--- src/rtl/usbtx_pkg.sv ---
// Shared types for the USB transmit serializer.
// Assumes line symbols are {negative wire, positive wire}.
package usbtx_pkg;

    localparam logic [1:0] MODE_NORMAL = 2'd0;
    localparam logic [1:0] MODE_QUIET  = 2'd1;
    localparam logic [1:0] MODE_RAW    = 2'd2;
    localparam logic [1:0] MODE_RSVD   = 2'd3;

    localparam logic [1:0] LINE_J   = 2'b01;
    localparam logic [1:0] LINE_K   = 2'b10;
    localparam logic [1:0] LINE_SE0 = 2'b00;

    typedef enum logic [1:0] {
        ST_IDLE,
        ST_SYNC,
        ST_DATA,
        ST_EOP
    } tx_state_e;

    // Kind of symbol that the controller asks the line stage to send.
    typedef enum logic [1:0] {
        SYM_IDLE,
        SYM_BIT,
        SYM_SE0,
        SYM_J
    } sym_kind_e;

    typedef struct packed {
        sym_kind_e kind;
        logic      val;
    } sym_t;

    // True for the modes in which the line is driven.
    function automatic logic mode_drives(input logic [1:0] m);
        return (m == MODE_NORMAL) || (m == MODE_RAW);
    endfunction

endpackage

--- src/rtl/usbtx_ctrl.sv ---
// Packet sequencer: SYNC, data with stuffing decisions, EOP.
// Emits one symbol request per bit slot and pulls bytes via tx_ready.
// Assumes SYNC_LEN >= 2; a non-driving mode returns it to idle at once.
module usbtx_ctrl
    import usbtx_pkg::*;
#(
    parameter int DATA_W    = 8,
    parameter int SYNC_LEN  = 8,
    parameter int STUFF_RUN = 6,
    parameter int EOP_SE0   = 2
) (
    input  logic              clk,
    input  logic              rst_n,
    input  logic              bit_en,
    input  logic [1:0]        mode,
    input  logic              tx_valid,
    input  logic [DATA_W-1:0] tx_data,
    output logic              tx_ready,
    output sym_t              sym
);

    localparam int WIDEST  = (DATA_W > SYNC_LEN) ? DATA_W : SYNC_LEN;
    localparam int CNT_TOP = (WIDEST > EOP_SE0 + 1) ? WIDEST : EOP_SE0 + 1;
    localparam int CNT_W   = $clog2(CNT_TOP);
    localparam int RUN_W   = $clog2(STUFF_RUN + 1);
    localparam logic [CNT_W-1:0] SYNC_LAST = CNT_W'(SYNC_LEN - 1);
    localparam logic [CNT_W-1:0] BYTE_LAST = CNT_W'(DATA_W - 1);
    localparam logic [CNT_W-1:0] EOP_LAST  = CNT_W'(EOP_SE0);
    localparam logic [RUN_W-1:0] RUN_LIMIT = RUN_W'(STUFF_RUN);

    tx_state_e         st;
    logic [CNT_W-1:0]  cnt;
    logic [DATA_W-1:0] hold_q;
    logic [RUN_W-1:0]  ones;
    logic              drive;
    logic              raw;
    logic              stuff_due;
    logic              slot_ready;

    assign drive     = mode_drives(mode);
    assign raw       = (mode == MODE_RAW);
    assign stuff_due = !raw && (ones == RUN_LIMIT);
    assign tx_ready  = slot_ready && bit_en && drive;

    // Choose the symbol for the current slot and whether it ends a byte.
    always_comb begin
        sym        = '{SYM_IDLE, 1'b1};
        slot_ready = 1'b0;
        case (st)
            ST_IDLE: begin
                if (tx_valid) sym = '{SYM_BIT, 1'b0};
            end
            ST_SYNC: begin
                sym        = '{SYM_BIT, (cnt == SYNC_LAST)};
                slot_ready = (cnt == SYNC_LAST);
            end
            ST_DATA: begin
                if (stuff_due) begin
                    sym = '{SYM_BIT, 1'b0};
                end else begin
                    sym        = '{SYM_BIT, hold_q[0]};
                    slot_ready = (cnt == BYTE_LAST);
                end
            end
            ST_EOP: begin
                if (stuff_due)            sym = '{SYM_BIT, 1'b0};
                else if (cnt < EOP_LAST)  sym = '{SYM_SE0, 1'b0};
                else                      sym = '{SYM_J, 1'b1};
            end
            default: ;
        endcase
    end

    // Advance the packet sequence once per bit slot.
    always_ff @(posedge clk) begin
        if (!rst_n || !drive) begin
            st     <= ST_IDLE;
            cnt    <= '0;
            ones   <= '0;
            hold_q <= '0;
        end else if (bit_en) begin
            case (st)
                ST_IDLE: begin
                    if (tx_valid) begin
                        st   <= ST_SYNC;
                        cnt  <= CNT_W'(1);
                        ones <= '0;
                    end
                end
                ST_SYNC: begin
                    if (cnt == SYNC_LAST) begin
                        cnt <= '0;
                        if (tx_valid) begin
                            hold_q <= tx_data;
                            st     <= ST_DATA;
                        end else begin
                            st <= ST_EOP;
                        end
                    end else begin
                        cnt <= cnt + CNT_W'(1);
                    end
                end
                ST_DATA: begin
                    if (stuff_due) begin
                        ones <= '0;
                    end else begin
                        ones <= (raw || !hold_q[0]) ? '0 : ones + RUN_W'(1);
                        if (cnt == BYTE_LAST) begin
                            cnt <= '0;
                            if (tx_valid) hold_q <= tx_data;
                            else          st     <= ST_EOP;
                        end else begin
                            hold_q <= hold_q >> 1;
                            cnt    <= cnt + CNT_W'(1);
                        end
                    end
                end
                ST_EOP: begin
                    if (stuff_due) begin
                        ones <= '0;
                    end else if (cnt == EOP_LAST) begin
                        st  <= ST_IDLE;
                        cnt <= '0;
                    end else begin
                        cnt <= cnt + CNT_W'(1);
                    end
                end
                default: st <= ST_IDLE;
            endcase
        end
    end

endmodule

--- src/rtl/usbtx_line.sv ---
// Line stage: turns symbol requests into registered J/K/SE0 and enable.
// NRZI in normal mode, direct mapping in raw mode; releases the line
// at once when the mode stops driving.
module usbtx_line
    import usbtx_pkg::*;
(
    input  logic       clk,
    input  logic       rst_n,
    input  logic       bit_en,
    input  logic       drive,
    input  logic       raw,
    input  sym_t       sym,
    output logic [1:0] line_q,
    output logic       oe_q
);

    logic lvl_j;
    logic sent_j;

    // Level of the next bit: direct in raw mode, NRZI otherwise.
    always_comb begin
        sent_j = raw ? sym.val : (sym.val ? lvl_j : !lvl_j);
    end

    // Register the line symbol and enable for each bit slot.
    always_ff @(posedge clk) begin
        if (!rst_n || !drive) begin
            line_q <= LINE_J;
            oe_q   <= 1'b0;
            lvl_j  <= 1'b1;
        end else if (bit_en) begin
            case (sym.kind)
                SYM_BIT: begin
                    oe_q   <= 1'b1;
                    line_q <= sent_j ? LINE_J : LINE_K;
                    lvl_j  <= sent_j;
                end
                SYM_SE0: begin
                    oe_q   <= 1'b1;
                    line_q <= LINE_SE0;
                end
                SYM_J: begin
                    oe_q   <= 1'b1;
                    line_q <= LINE_J;
                    lvl_j  <= 1'b1;
                end
                default: begin
                    oe_q   <= 1'b0;
                    line_q <= LINE_J;
                    lvl_j  <= 1'b1;
                end
            endcase
        end
    end

endmodule

--- src/rtl/usbtx_serializer.sv ---
// Top of the USB transmit serializer: sequencer plus line stage.
// The mode input gates the line enable combinationally so a
// non-driving mode releases the line in the cycle it is applied.
module usbtx_serializer
    import usbtx_pkg::*;
#(
    parameter int DATA_W    = 8,
    parameter int SYNC_LEN  = 8,
    parameter int STUFF_RUN = 6,
    parameter int EOP_SE0   = 2
) (
    input  logic              clk,
    input  logic              rst_n,
    input  logic              bit_en,
    input  logic [1:0]        mode,
    input  logic              tx_valid,
    input  logic [DATA_W-1:0] tx_data,
    output logic              tx_ready,
    output logic [1:0]        line_out,
    output logic              line_oe
);

    sym_t sym;
    logic oe_q;
    logic drive;

    assign drive   = mode_drives(mode);
    assign line_oe = oe_q && drive;

    usbtx_ctrl #(
        .DATA_W   (DATA_W),
        .SYNC_LEN (SYNC_LEN),
        .STUFF_RUN(STUFF_RUN),
        .EOP_SE0  (EOP_SE0)
    ) u_ctrl (
        .clk     (clk),
        .rst_n   (rst_n),
        .bit_en  (bit_en),
        .mode    (mode),
        .tx_valid(tx_valid),
        .tx_data (tx_data),
        .tx_ready(tx_ready),
        .sym     (sym)
    );

    usbtx_line u_line (
        .clk   (clk),
        .rst_n (rst_n),
        .bit_en(bit_en),
        .drive (drive),
        .raw   (mode == MODE_RAW),
        .sym   (sym),
        .line_q(line_out),
        .oe_q  (oe_q)
    );

endmodule

--- config.mk ---
export PLATFORM = sky130hd
export DESIGN_NAME = usbtx_serializer
export DESIGN_NICKNAME = d
export VERILOG_FILES = /design/src/rtl/usbtx_pkg.sv /design/src/rtl/usbtx_ctrl.sv /design/src/rtl/usbtx_line.sv /design/src/rtl/usbtx_serializer.sv
export SDC_FILE = /design/constraint.sdc
export NUM_CORES = 1
export LEC_CHECK = 0
export ABC_AREA = 1
export BUFFER_PORTS_ARGS = -buffer_cell sky130_fd_sc_hd__buf_2
export CAP_MARGIN = 10
export CORE_MARGIN = 2
export CORE_UTILIZATION = 57
export DETAILED_ROUTE_END_ITERATION = 10
export GPL_TIMING_DRIVEN = 0
export HOLD_SLACK_MARGIN = 0.1
export MAX_ROUTING_LAYER = met4
export PLACE_DENSITY = 0.87
export RECOVER_POWER = 25
export SLEW_MARGIN = 10
export SYNTH_ARGS = -nofsm -noshare
export SYNTH_HDL_FRONTEND = slang
export SYNTH_SLANG_ARGS = --single-unit
export TNS_END_PERCENT = 30
--- constraint.sdc ---
create_clock -name clk -period 2.27 [get_ports clk]
set_clock_uncertainty 0.15 [all_clocks]
set_input_delay 0.3405 -clock clk [delete_from_list [all_inputs] [get_ports clk]]
set_output_delay 0.3405 -clock clk [all_outputs]
set_load 0.01 [all_outputs]
Word level (Yosys, flattened, before mapping)

Cells that the tools add are included.

Add/sub/neg operators: 2
Bitwise gates (word level): 1
Order comparisons: 1
Multiplexer cells: 38
Eq/ne operators: 18
Reductions and logical operators: 22

Operators with widths:

| kind                | number |
|---|---|
| $mux 8              | 4 |
| $mux 3              | 10 |
| $pmux 3 s4          | 2 |
| $mux 2              | 10 |
| $pmux 8 s2          | 1 |
| $reduce_and 4->1    | 3 |
| $eq 2x2->1 const B  | 5 |
| $pmux 3 s3          | 1 |
| $ne 2x1->1 const B  | 4 |
| $ne 2x2->1 const B  | 4 |
| $pmux 2 s4          | 1 |
| $reduce_and 8->1    | 1 |
| $add 3x1->3 const B | 2 |
| $eq 3x3->1 const B  | 2 |
| $mux 1              | 6 |
| $logic_not 1->1     | 5 |
| $eq 2x1->1 const B  | 2 |
| $logic_and 1x1->1   | 4 |
| $logic_not 2->1     | 2 |
| $pmux 1 s2          | 2 |
| $pmux 2 s2          | 1 |
| $eq 3x2->1 const B  | 1 |
| $logic_or 1x1->1    | 3 |
| $lt 3x2->1 const B  | 1 |
| 5 further kinds     | 5 |

Input port bits: 14
Output and inout port bits: 4
Register bits: 20

Longest topological paths before layout

Gate-level depths: netlist of the first run.

Word-level depth: 9
Gate-level depth with buffers: 13

Hierarchy

A second synthesis of the first run with hierarchy kept.

Cells, all modules: 250
Area total of the unflattened synthesis: 1524.0 um^2

Modules (own cells, without submodules):

| module           | times used | cells an instance | area each (um^2) |
|---|---|---|---|
| usbtx_ctrl       | 1          | 214               | 1276.2 |
| usbtx_line       | 1          | 31                | 229.0 |
| usbtx_serializer | 1          | 5                 | 18.8 |

Least setup slack after synthesis of the first run

No wires, ideal clock.

Path type: register -> register
Start point: reg u_ctrl.st[0]
End point: reg u_line.line_q[1]
Arrival: 1.673 ns
Stages on the path, launching flop included: 12
Data required time: 2.000 ns
Setup time: 0.120 ns
Setup slack: 0.327 ns
Path through: dfxtp_1 inv_1 ha_1 inv_2 nand2_1 nor2_1 nand3_1 nand2_1 ha_1 mux2_2 nand2_1 a21oi_1

Longest elaborated chain between the ends: 6
Elaborated cells between the ends (all ways): 11
Those cells by class: eq/ne: 5; mux: 5; reduce/logical: 1

Ends and longest elaborated chain:

| item                                     | RTL line         | RTL |
|---|---|---|
| start: declaration                       | usbtx_ctrl.sv:31 | `tx_state_e st;` |
| start signal: assignment                 | usbtx_ctrl.sv:77 | `st <= ST_IDLE;` |
| start signal: assignment                 | usbtx_ctrl.sv:85 | `st <= ST_SYNC;` |
| start signal: assignment                 | usbtx_ctrl.sv:95 | `st <= ST_DATA;` |
| $eq 2x2->1, or another cell as far along | usbtx_ctrl.sv:49 | `case (st)` |
| $pmux 3 s4 (*)                           | usbtx_ctrl.sv:49 |  |
| $mux 1 (2 in series)                     | usbtx_line.sv:22 | `sent_j = raw ? sym.val : (sym.val ? lvl_j : !lvl_j);` |
| $mux 2                                   | usbtx_line.sv:35 | `line_q <= sent_j ? LINE_J : LINE_K;` |
| $pmux 2 s2 (*)                           | usbtx_line.sv:32 | `case (sym.kind)` |
| end signal: assignment                   | usbtx_line.sv:35 |  |
| end: declaration                         | usbtx_line.sv:13 | `output logic [1:0] line_q,` |

Every way passes the cells marked *; elsewhere a longest branch is shown, timed or not.
A chain may end at the register's enable or synchronous reset.

Worst setup path after layout of the first run

Start point: reg u_ctrl.cnt[0]
End point: out tx_ready

Longest elaborated chain between the ends: 5

Ends and longest elaborated chain:

| item                                | RTL line                           | RTL |
|---|---|---|
| start: declaration                  | usbtx_ctrl.sv:32                   | `logic [CNT_W-1:0] cnt;` |
| start signal: assignment            | usbtx_ctrl.sv:100                  | `cnt <= cnt + CNT_W'(1);` |
| start signal: assignment            | usbtx_ctrl.sv:114                  | `cnt <= cnt + CNT_W'(1);` |
| start signal: assignment            | usbtx_ctrl.sv:125                  | `cnt <= cnt + CNT_W'(1);` |
| $eq 3x3->1 (*)                      | usbtx_ctrl.sv:55, usbtx_ctrl.sv:62 |  |
| $mux 1                              | usbtx_ctrl.sv:58                   | `if (stuff_due) begin` |
| $pmux 1 s2 (*)                      | usbtx_ctrl.sv:49                   |  |
| $logic_and 1x1->1 (*) (2 in series) | usbtx_ctrl.sv:43                   | `assign tx_ready = slot_ready && bit_en && drive;` |
| end: declaration                    | usbtx_serializer.sv:18             | `output logic tx_ready,` |

Marks and branches as above.

==> results of run 1 <==
layer usage:
| layer | part of all wire, % | global-route usage, % |
|---|---|---|
| met1 | 45 | 25.0 |
| met2 | 48 | 35.4 |
| met3 | 5.1 | 5.83 |
| met4 | 1.5 | 7.69 |
| met5 | 0 | - |
logic make-up after synthesis:
| family | count (synthesis) | synth area share [%] |
|---|---|---|
| and+or+nand+nor | 68 | 25.1 |
| adders and majority gates | 13 | 11.5 |
| AOI/OAI and AO/OA | 54 | 22.2 |
| buffers and inverters | 41 | 12.0 |
| DFF | 20 | 28.3 |
| muxes | 1 | 0.796 |
critical path: stages (launching register included):
cell and delay (ns):
dfxtp_2 0.37, ha_1 0.17, ha_2 0.24, inv_1 0.08, nor4_1 0.30, buf_2 0.19
area by class of cell:
type / count / area (um^2)
Buffer: 4 / 31.3
Clock buffer: 3 / 22.5
Fill cell: 216 / 862
Inverter: 37 / 139
Multi-Input combinational cell: 136 / 837
Sequential cell: 20 / 404
Tap cell: 30 / 37.5
Timing Repair Buffer: 16 / 76.3
sequential cells by signal, indices dropped and copies added (netlist names):
register       cells
u_ctrl.hold_q      8
u_ctrl.cnt         3
u_ctrl.ones        3
u_ctrl.st          2
u_line.line_q      2
u_line.lvl_j       1
u_line.oe_q        1
layout by cell type (no fill, tap or decap), types with 3 or more instances in the layout:
master     n
inv_2      9
nand4_1    3
clkbuf_1   3
nand2_1   29
nand3_1    8
nand2_4    3
inv_1     28
clkbuf_4   4
o21ai_1    9
buf_2     14
a21oi_1   21
o21ai_0   14
o21ai_2    6
ha_1      11
dfxtp_1   17
nor2_1    18
dfxtp_2    3
synth_stat cells (all sizes together):
master / number
nor2: 19
nor4: 1
nand3: 9
nand4: 3
dfxtp: 20
ha: 13
mux2: 1
buf: 3
clkbuf: 1
a31oi: 1
a21oi: 21
nand2: 34
nor3b: 1
o21bai: 1
o21ai: 30
nor3: 1
o211ai: 1
inv: 37
repair_timing:
item	CTS	global route
endpoints found under the setup margin	1	1
buffers inserted	0	0
resized for setup	2	3
final timing paths:
| check | startpoint | end | slack [ns] | depth (start not counted) |
|---|---|---|---|---|
| setup / recovery | u_ctrl.cnt[0] | tx_ready | 0.13 | 5 |
| hold / removal | bit_en | u_line.line_q[1] | 0.13 | 2 |
| setup reg to reg | u_ctrl.st[0] | u_line.line_q[1] | 0.16 | 11 |
| hold reg to reg | u_ctrl.hold_q[2] | u_ctrl.hold_q[2] | 0.31 | 2 |
power by group through the flow:
stage                     registers, mW  logic (mW)  clock network, mW
after floorplan                   0.370      0.0779                  0
after global placement            0.371       0.106                  0
after detailed placement          0.371       0.108                  0
after CTS                         0.363       0.109              0.176
after global routing              0.364       0.121              0.182
final                             0.363       0.108              0.164
==> results.txt, run 1 <==
post-synth top area share: 28.3%
DR iter-0 viols: 20
Final Hold Fails: 0
CTS Buf Count: 3
RSZ-0062 raised after global routing: false
DP HPWL: 2200 um
crit end category: output pin
part of the power in the clock network: 25.8%
non-filler cells, final: 246
io pins: 18
synth-to-layout area growth: 9.47%
layout cells sized above 1: 23.6%
antenna violations before repair: 0
Yosys warnings: 0
Slew headroom: 77.6%
Die Span X: 53.8 um
Nets: 245
top post-synthesis cells by area: dfxtp_1 (28%), ha_1 (12%), nand2_1 (7.7%)
Max-cap violations: 0
fin. max-slew vios: 0
TritonCTS clock tree: yes
first-pass GRT wire length: 4370 um
Static Leak: 0.633 nW
IO buf count: 16
Vias: 1,289
Comb pwr share: 17.1%
sw frac: 27.3%
TritonCTS Sinks: 20
max frequency: 468 MHz
Ant. Diodes: 0
initial core utilization: 58.7%
pre-CTS setup slack: 0.142 ns
grt ovf: 0
clock slew at reported path FFs: 0.10 ns
Via density: 5.24
TNS Setup: 0 ns
sequential area share after synthesis: 28.3%
VDD IR max: 0.000494 V
final worst slack: 0.135 ns
Final setup violation count: 0
crit path DAT: 1.64 ns
distinct cell type count after synthesis: 30
CTS root buf: clkbuf_4
Tmin final: 2.14 ns
CP startpoint kind: flip-flop
DRC violations left: 0
remaining antenna violation count: 0
status: finished, final reports clean
Max H-tree Level: 1
vias in the first global route: 1,028
Worst EP required: 1.78 ns
internal power: 0.462 mW
post-synth top area cell: dfxtp_1
final std cell area, no fill: 0.00155 mm^2
Final period util: 94.1%
routability cong.: 0.886
largest net degree at the start of global routing: 11
total core area: 0.00241 mm^2
sw power: 0.174 mW
total track usage: 21.5%
Pwr Density: 411 mW/mm^2
worst hold path type: primary input to flip-flop
Die Span Y: 53.8 um
cts hold-fix bufs: 0
Gate Count Post-Synth: 197
synthesis-stage register bit count: 20
drt total wl: 2910 um
syn avg cell area: 7.18 um^2
post-layout util: 64.2%
placed cell count: 243
Die ar.: 0.00289 mm^2
Sequential Power Share: 57.1%
total power: 0.636 mW
maximum clock insertion buffer count: 2
Syn Nets: 224
final hold slack: 0.132 ns
CP Class: flip-flop to output pin
Skew-Pair Late Insertion Delay: 0.30 ns
Max FO, Critical Path: 4
Pre-antenna DRT Iters: 6
actual slew at the worst max-slew pin: 0.332 ns
Netlist Area Pre-Place: 0.00141 mm^2
Rows: 18
wire length per cell: 11.8 um
Placed Instance Area: 0.00153 mm^2
(Power assumes the default switching activity.)
==> inputs of run 2 (changes only) <==
--- a/config.mk
+++ b/config.mk
@@ -5,7 +5,6 @@
 export SDC_FILE = /design/constraint.sdc
 export NUM_CORES = 1
 export LEC_CHECK = 0
-export ABC_AREA = 1
 export BUFFER_PORTS_ARGS = -buffer_cell sky130_fd_sc_hd__buf_2
 export CAP_MARGIN = 10
 export CORE_MARGIN = 2
==> run 2 against run 1 <==
Against the previous run: setup slack got worse by 0.069 ns; critical path depth grew 5; final cell count down 11%; flip-flop and latch count is the same; die area shrank 1.2%; sequential power shrank 1%; sequential share of layout area shrank 0.38 points; synthesized cell count down 13%; worst hold slack better by 0.045 ns; fmax down 3.1%; total power rose by 0.74%; core utilization rose by 6.3 points; largest power group unchanged.
==> results.txt, run 2 <==
max frequency: 454 MHz
CP startpoint kind: flip-flop
TritonCTS Sinks: 20
post-synth top area cell: dfxtp_1
critical path, cell by cell: inv_1 -> ha_2 -> and2_4 -> nand2_2 -> nand2_1 -> a2111o_1 -> and2_1 -> ha_2 -> mux2_2 -> o21ai_1
initial core utilization: 61.9%
drt total wl: 3510 um
Syn Nets: 198
synthesis-stage register bit count: 20
Post-synth ARST share: 0%
top post-synthesis cells by area: dfxtp_1 (29%), ha_1 (12%), nor2_1 (5.7%)
crit end category: flip-flop
Static Leak: 0.598 nW
status: finished, final reports clean
Max-cap violations: 0
DR iter-0 viols: 47
Top FF cell, synth: dfxtp_1
total core area: 0.00225 mm^2
Gate Count Post-Synth: 171
first-pass GRT wire length: 5760 um
maximum clock insertion buffer count: 2
Final period util: 97.1%
syn avg cell area: 8.16 um^2
worst hold path type: primary input to flip-flop
Ant. Diodes: 0
Die Span Y: 53.5 um
Sequential Power Share: 56.0%
Final setup violation count: 0
final worst slack: 0.0660 ns
internal power: 0.462 mW
Pre-antenna DRT Iters: 4
Largest register FFs: 8
Slew headroom: 64.8%
Final Hold Fails: 0
most frequent cells in the layout: nor2_1 (21), buf_2 (15), dfxtp_1 (15)
largest net degree at the start of global routing: 11
distinct cell type count after synthesis: 38
remaining antenna violation count: 0
Regs by FF count: u_ctrl.hold_q x8, u_ctrl.cnt x3, u_ctrl.ones x3
synth-to-layout area growth: 14.0%
non-filler cells, final: 220
CP peak stage delay: 0.39 ns
pre-CTS setup slack: -0.119 ns
CTS root buf: clkbuf_4
CP most frequent cell: ha_2
clock slew at reported path FFs: 0.11 ns
DRC violations left: 0
commonest non-fill, non-tap cell in the layout: nor2_1
Via density: 6.30
sequential area share after synthesis: 28.7%
total track usage: 28.5%
cts hold-fix bufs: 0
sw power: 0.179 mW
Skew-Pair Late Insertion Delay: 0.30 ns
Vias: 1,386
placed cell count: 216
antenna violations before repair: 0
Max H-tree Level: 1
Yosys warnings: 0
part of the power in the clock network: 27.1%
VDD IR max: 0.000348 V
Die ar.: 0.00286 mm^2
largest reg by FF count: u_ctrl.hold_q
grt ovf: 0
Rows: 17
DP HPWL: 2510 um
Post-synth EDFFs: 0
Nets: 221
fin. max-slew vios: 0
Netlist Area Pre-Place: 0.00140 mm^2
Tmin final: 2.20 ns
routability cong.: 0.834
post-synth top area share: 28.7%
top post-synthesis cells by count: nor2_1 (21), dfxtp_1 (20), ha_1 (13), a21oi_1 (12), o21ai_0 (12)
Comb pwr share: 16.9%
wire length per cell: 16.0 um
Worst EP required: 2.37 ns
CP Class: flip-flop to flip-flop
actual slew at the worst max-slew pin: 0.527 ns
CTS Buf Count: 3
io pins: 18
slowest cell on the critical path: a2111o_1
vias in the first global route: 1,341
sw frac: 27.9%
RSZ-0062 raised after global routing: false
crit path DAT: 2.30 ns
most common cell in the synthesized netlist: nor2_1
IO buf count: 17
Die Span X: 53.5 um
Pwr Density: 403 mW/mm^2
Max FO, Critical Path: 5
layout cells sized above 1: 20.8%
TritonCTS clock tree: yes
## run 2: cell count changes in the layout (fill, tap and decap cells not counted), moves of 6 or more
cell and change:
a211oi_1 +9, nand3b_1 +7, inv_1 -20, o21ai_1 -8
a21oi_1 -9, nand2_1 -21, o21ai_2 -6, nor2b_1 +7
nand2b_1 +7, nand3_1 -8, inv_2 -9
## run 2: area by class of cell
cell class / instances / area (um^2)
repair buffers: 19 / 96.3
flip-flops and latches: 20 / 409
well taps: 28 / 35.0
inverters: 8 / 30.0
multi-input cells: 134 / 953
plain buffers: 8 / 43.8
fillers: 189 / 664
clock buffers: 3 / 22.5
## run 2: power groups by stage
stage,Clock (mW),Sequential [mW],Combinational [mW]
3_5_place_dp,0,0.367,0.101
2_1_floorplan,0,0.367,0.0685
4_1_cts,0.174,0.359,0.104
6_report,0.174,0.359,0.108
3_3_place_gp,0,0.367,0.0965
5_1_grt,0.183,0.360,0.120
## run 2: routing by layer
metal / routed length [um] / vias to the layer above / share of wire (%) / GRT usage [%]
li1: - / 665 / - / -
met1: 1410 / 655 / 40 / 30.2
met2: 1830 / 50 / 52 / 51.6
met3: 158 / 16 / 4.5 / 3.95
met4: 106 / 0 / 3.0 / 13.2
met5: 0 / - / 0 / -
## run 2: final timing paths
path / startpoint / end / slack (ns) / depth (start not counted)
max: u_ctrl.ones[0] / u_line.line_q[0] / 0.07 / 10
min: tx_data[7] / u_ctrl.hold_q[7] / 0.18 / 3
max reg2reg: u_ctrl.ones[0] / u_line.line_q[0] / 0.07 / 10
min reg2reg: u_line.oe_q / u_line.oe_q / 0.35 / 2
## run 2: worst max-delay path, delay by kind of cell, from the launching register on
kind / cells / cell delay, ns
compound gates: 2 / 0.50
fa+ha+maj: 2 / 0.37
buf+inv: 1 / 0.05
flops: 1 / 0.34
mux: 1 / 0.27
simple gates: 4 / 0.46
## run 2: logic make-up (layout without fill, tap and decap cells)
family / count (synthesis) / after routing / synth area share (%)
multiplexers: 4 / 4 / 3.05
buffers and inverters: 17 / 38 / 4.84
AND/OR/NAND/NOR: 66 / 66 / 25.2
AO/OA/AOI/OAI: 51 / 51 / 26.5
adder cells (fa/ha/maj): 13 / 13 / 11.7
flip-flops: 20 / 20 / 28.7
## run 2: timing repair
item	in CTS	in global routing
cloned	0	0
setup buffers	2	0
endpoints found under the setup margin	11	15
resized for setup	10	11
pin swaps	3	1
## run 2: through the flow
step | hold WS (ns) | cell area [um^2] | power [mW] | TNS [ns] | util (%)
6_report | 0.177 | 1590 | 0.640 | 0 | 70.5
5_1_grt | 0.179 | 1590 | 0.663 | 0 | 70.5
2_1_floorplan | 0.285 | 1400 | 0.435 | 0 | -
3_5_place_dp | 0.313 | 1520 | 0.469 | -0.548 | 67.5
3_3_place_gp | 0.301 | 1520 | 0.463 | -0.0789 | 67.5
4_1_cts | 0.167 | 1570 | 0.638 | 0 | 69.7
==> inputs of run 3 (changes only) <==
--- a/config.mk
+++ b/config.mk
@@ -14,7 +14,7 @@
 export HOLD_SLACK_MARGIN = 0.1
 export MAX_ROUTING_LAYER = met4
 export PLACE_DENSITY = 0.87
-export RECOVER_POWER = 25
+export RECOVER_POWER = 100
 export SLEW_MARGIN = 10
 export SYNTH_ARGS = -nofsm -noshare
 export SYNTH_HDL_FRONTEND = slang
==> run 3 against run 2 <==
Against the previous run: clock power about the same; setup slack about the same; fmax hardly changed; clock-buffer cell count did not move; highest routed layer unchanged.
==> results.txt, run 3 (same netlist as run 2, synthesis figures left out) <==
Hold Startpoint: tx_data[7]
Max FO, Critical Path: 10
max frequency: 454 MHz
routability cong.: 0.834
first-pass GRT wire length: 5760 um
Tmin final: 2.20 ns
hold endpoint: u_ctrl.hold_q[7]
status: finished, final reports clean
placed cell count: 216
RSZ-0062 raised after global routing: false
Final period util: 97.1%
layout cells sized above 1: 20.8%
maximum clock insertion buffer count: 2
VDD IR max: 0.000348 V
Die ar.: 0.00286 mm^2
non-filler cells, final: 220
grt ovf: 0
Max-cap violations: 0
IO buf count: 17
met2 usage: 51.6%
commonest non-fill, non-tap cell in the layout: nor2_1
Max H-tree Level: 1
DR iter-0 viols: 43
drt total wl: 3520 um
final hold slack: 0.177 ns
Final Hold Fails: 0
antenna violations before repair: 0
fin. max-slew vios: 0
cts hold-fix bufs: 0
largest net degree at the start of global routing: 11
total core area: 0.00225 mm^2
r2r setup slk: 0.07 ns
total track usage: 28.5%
post-layout util: 70.5%
vias in the first global route: 1,341
wire length per cell: 16.0 um
pre-CTS setup slack: -0.119 ns
most frequent cells in the layout: nor2_1 (21), dfxtp_1 (15), buf_2 (14)
remaining antenna violation count: 0
Pwr Density: 403 mW/mm^2
Die Span Y: 53.5 um
DP HPWL: 2510 um
Ant. Diodes: 0
Nets: 221
clock slew at reported path FFs: 0.11 ns
Final setup violation count: 0
Skew-Pair Late Insertion Delay: 0.30 ns
synth-to-layout area growth: 14.0%
CP startpoint kind: flip-flop
R2R depth: 10
TNS Setup: 0 ns
crit end category: output pin
CTS Buf Count: 3
Worst EP required: 1.78 ns
Slew headroom: 65.1%
Static Leak: 0.597 nW
worst hold path depth: 3
crit path DAT: 1.71 ns
final worst slack: 0.0662 ns
CP Class: flip-flop to output pin
GRT met3 Usage: 3.95%
Regs by FF count: u_ctrl.hold_q x8, u_ctrl.cnt x3, u_ctrl.ones x3
Die Span X: 53.5 um
TritonCTS clock tree: yes
Vias: 1,388
GRT met1 Usage: 30.2%
FF-to-FF End: u_line.line_q[0]
Largest register FFs: 8
io pins: 18
Crit Reg-Reg Startpoint: u_ctrl.ones[0]
Pre-antenna DRT Iters: 4
worst hold path type: primary input to flip-flop
initial core utilization: 61.9%
Via density: 6.31
busiest grt layer: met2
CTS root buf: clkbuf_4
largest reg by FF count: u_ctrl.hold_q
actual slew at the worst max-slew pin: 0.524 ns
TritonCTS Sinks: 20
Rows: 17
DRC violations left: 0
==> run 3: cell count changes in the layout (fill, tap and decap cells not counted), sizes merged <==
cell and change:
clkbuf +1, buf -1
==> run 3: area by class of cell <==
type,count,area [um^2]
plain buffers,8,43.8
clock buffers,3,22.5
fillers,189,664
inverters,8,30.0
multi-input cells,134,953
flip-flops and latches,20,409
well taps,28,35.0
repair buffers,19,96.3
==> run 3: critical path, stage by stage (launching register included) <==
cell,delay (ns)
dfxtp_4,0.38
inv_1,0.08
ha_1,0.23
buf_6,0.17
a21oi_1,0.09
nor4b_2,0.28
buf_2,0.18
==> run 3: through the flow <==
stage               total power, mW  area (um^2)
finish                        0.641         1590
global route                  0.663         1590
CTS                           0.638         1570
detailed placement            0.469         1520
global placement              0.463         1520
floorplan                     0.435         1400
==> run 3: worst max path at each step <==
| stage | startpoint | endpoint | cells after the start |
|---|---|---|---|
| 2_1_floorplan | u_ctrl.ones[0] | u_line.line_q[0] | 11 |
| 3_3_place_gp | u_ctrl.ones[0] | u_line.line_q[0] | 11 |
| 3_5_place_dp | u_ctrl.ones[0] | u_line.line_q[0] | 11 |
| 4_1_cts | u_ctrl.st[0] | tx_ready | 6 |
| 5_1_grt | u_ctrl.ones[0] | u_line.line_q[0] | 10 |
| 6_report | u_ctrl.st[0] | tx_ready | 6 |
==> run 3: timing repair <==
item	CTS	global route
setup endpoints to repair	11	15
gates resized for setup	10	11
pin swaps	3	1
buffers inserted	2	0
==> run 3: layer usage <==
layer	routed length [um]	vias up
met3	162	16
met1	1410	659
li1	-	663
met5	0	-
met4	119	0
met2	1820	50
==> run 3: report_power, final <==
group	total, mW	switching [mW]	internal (mW)
clock network	0.174	0.112	0.0620
logic	0.108	0.0634	0.0446
registers	0.359	0.00390	0.355
total	0.641	0.179	0.462
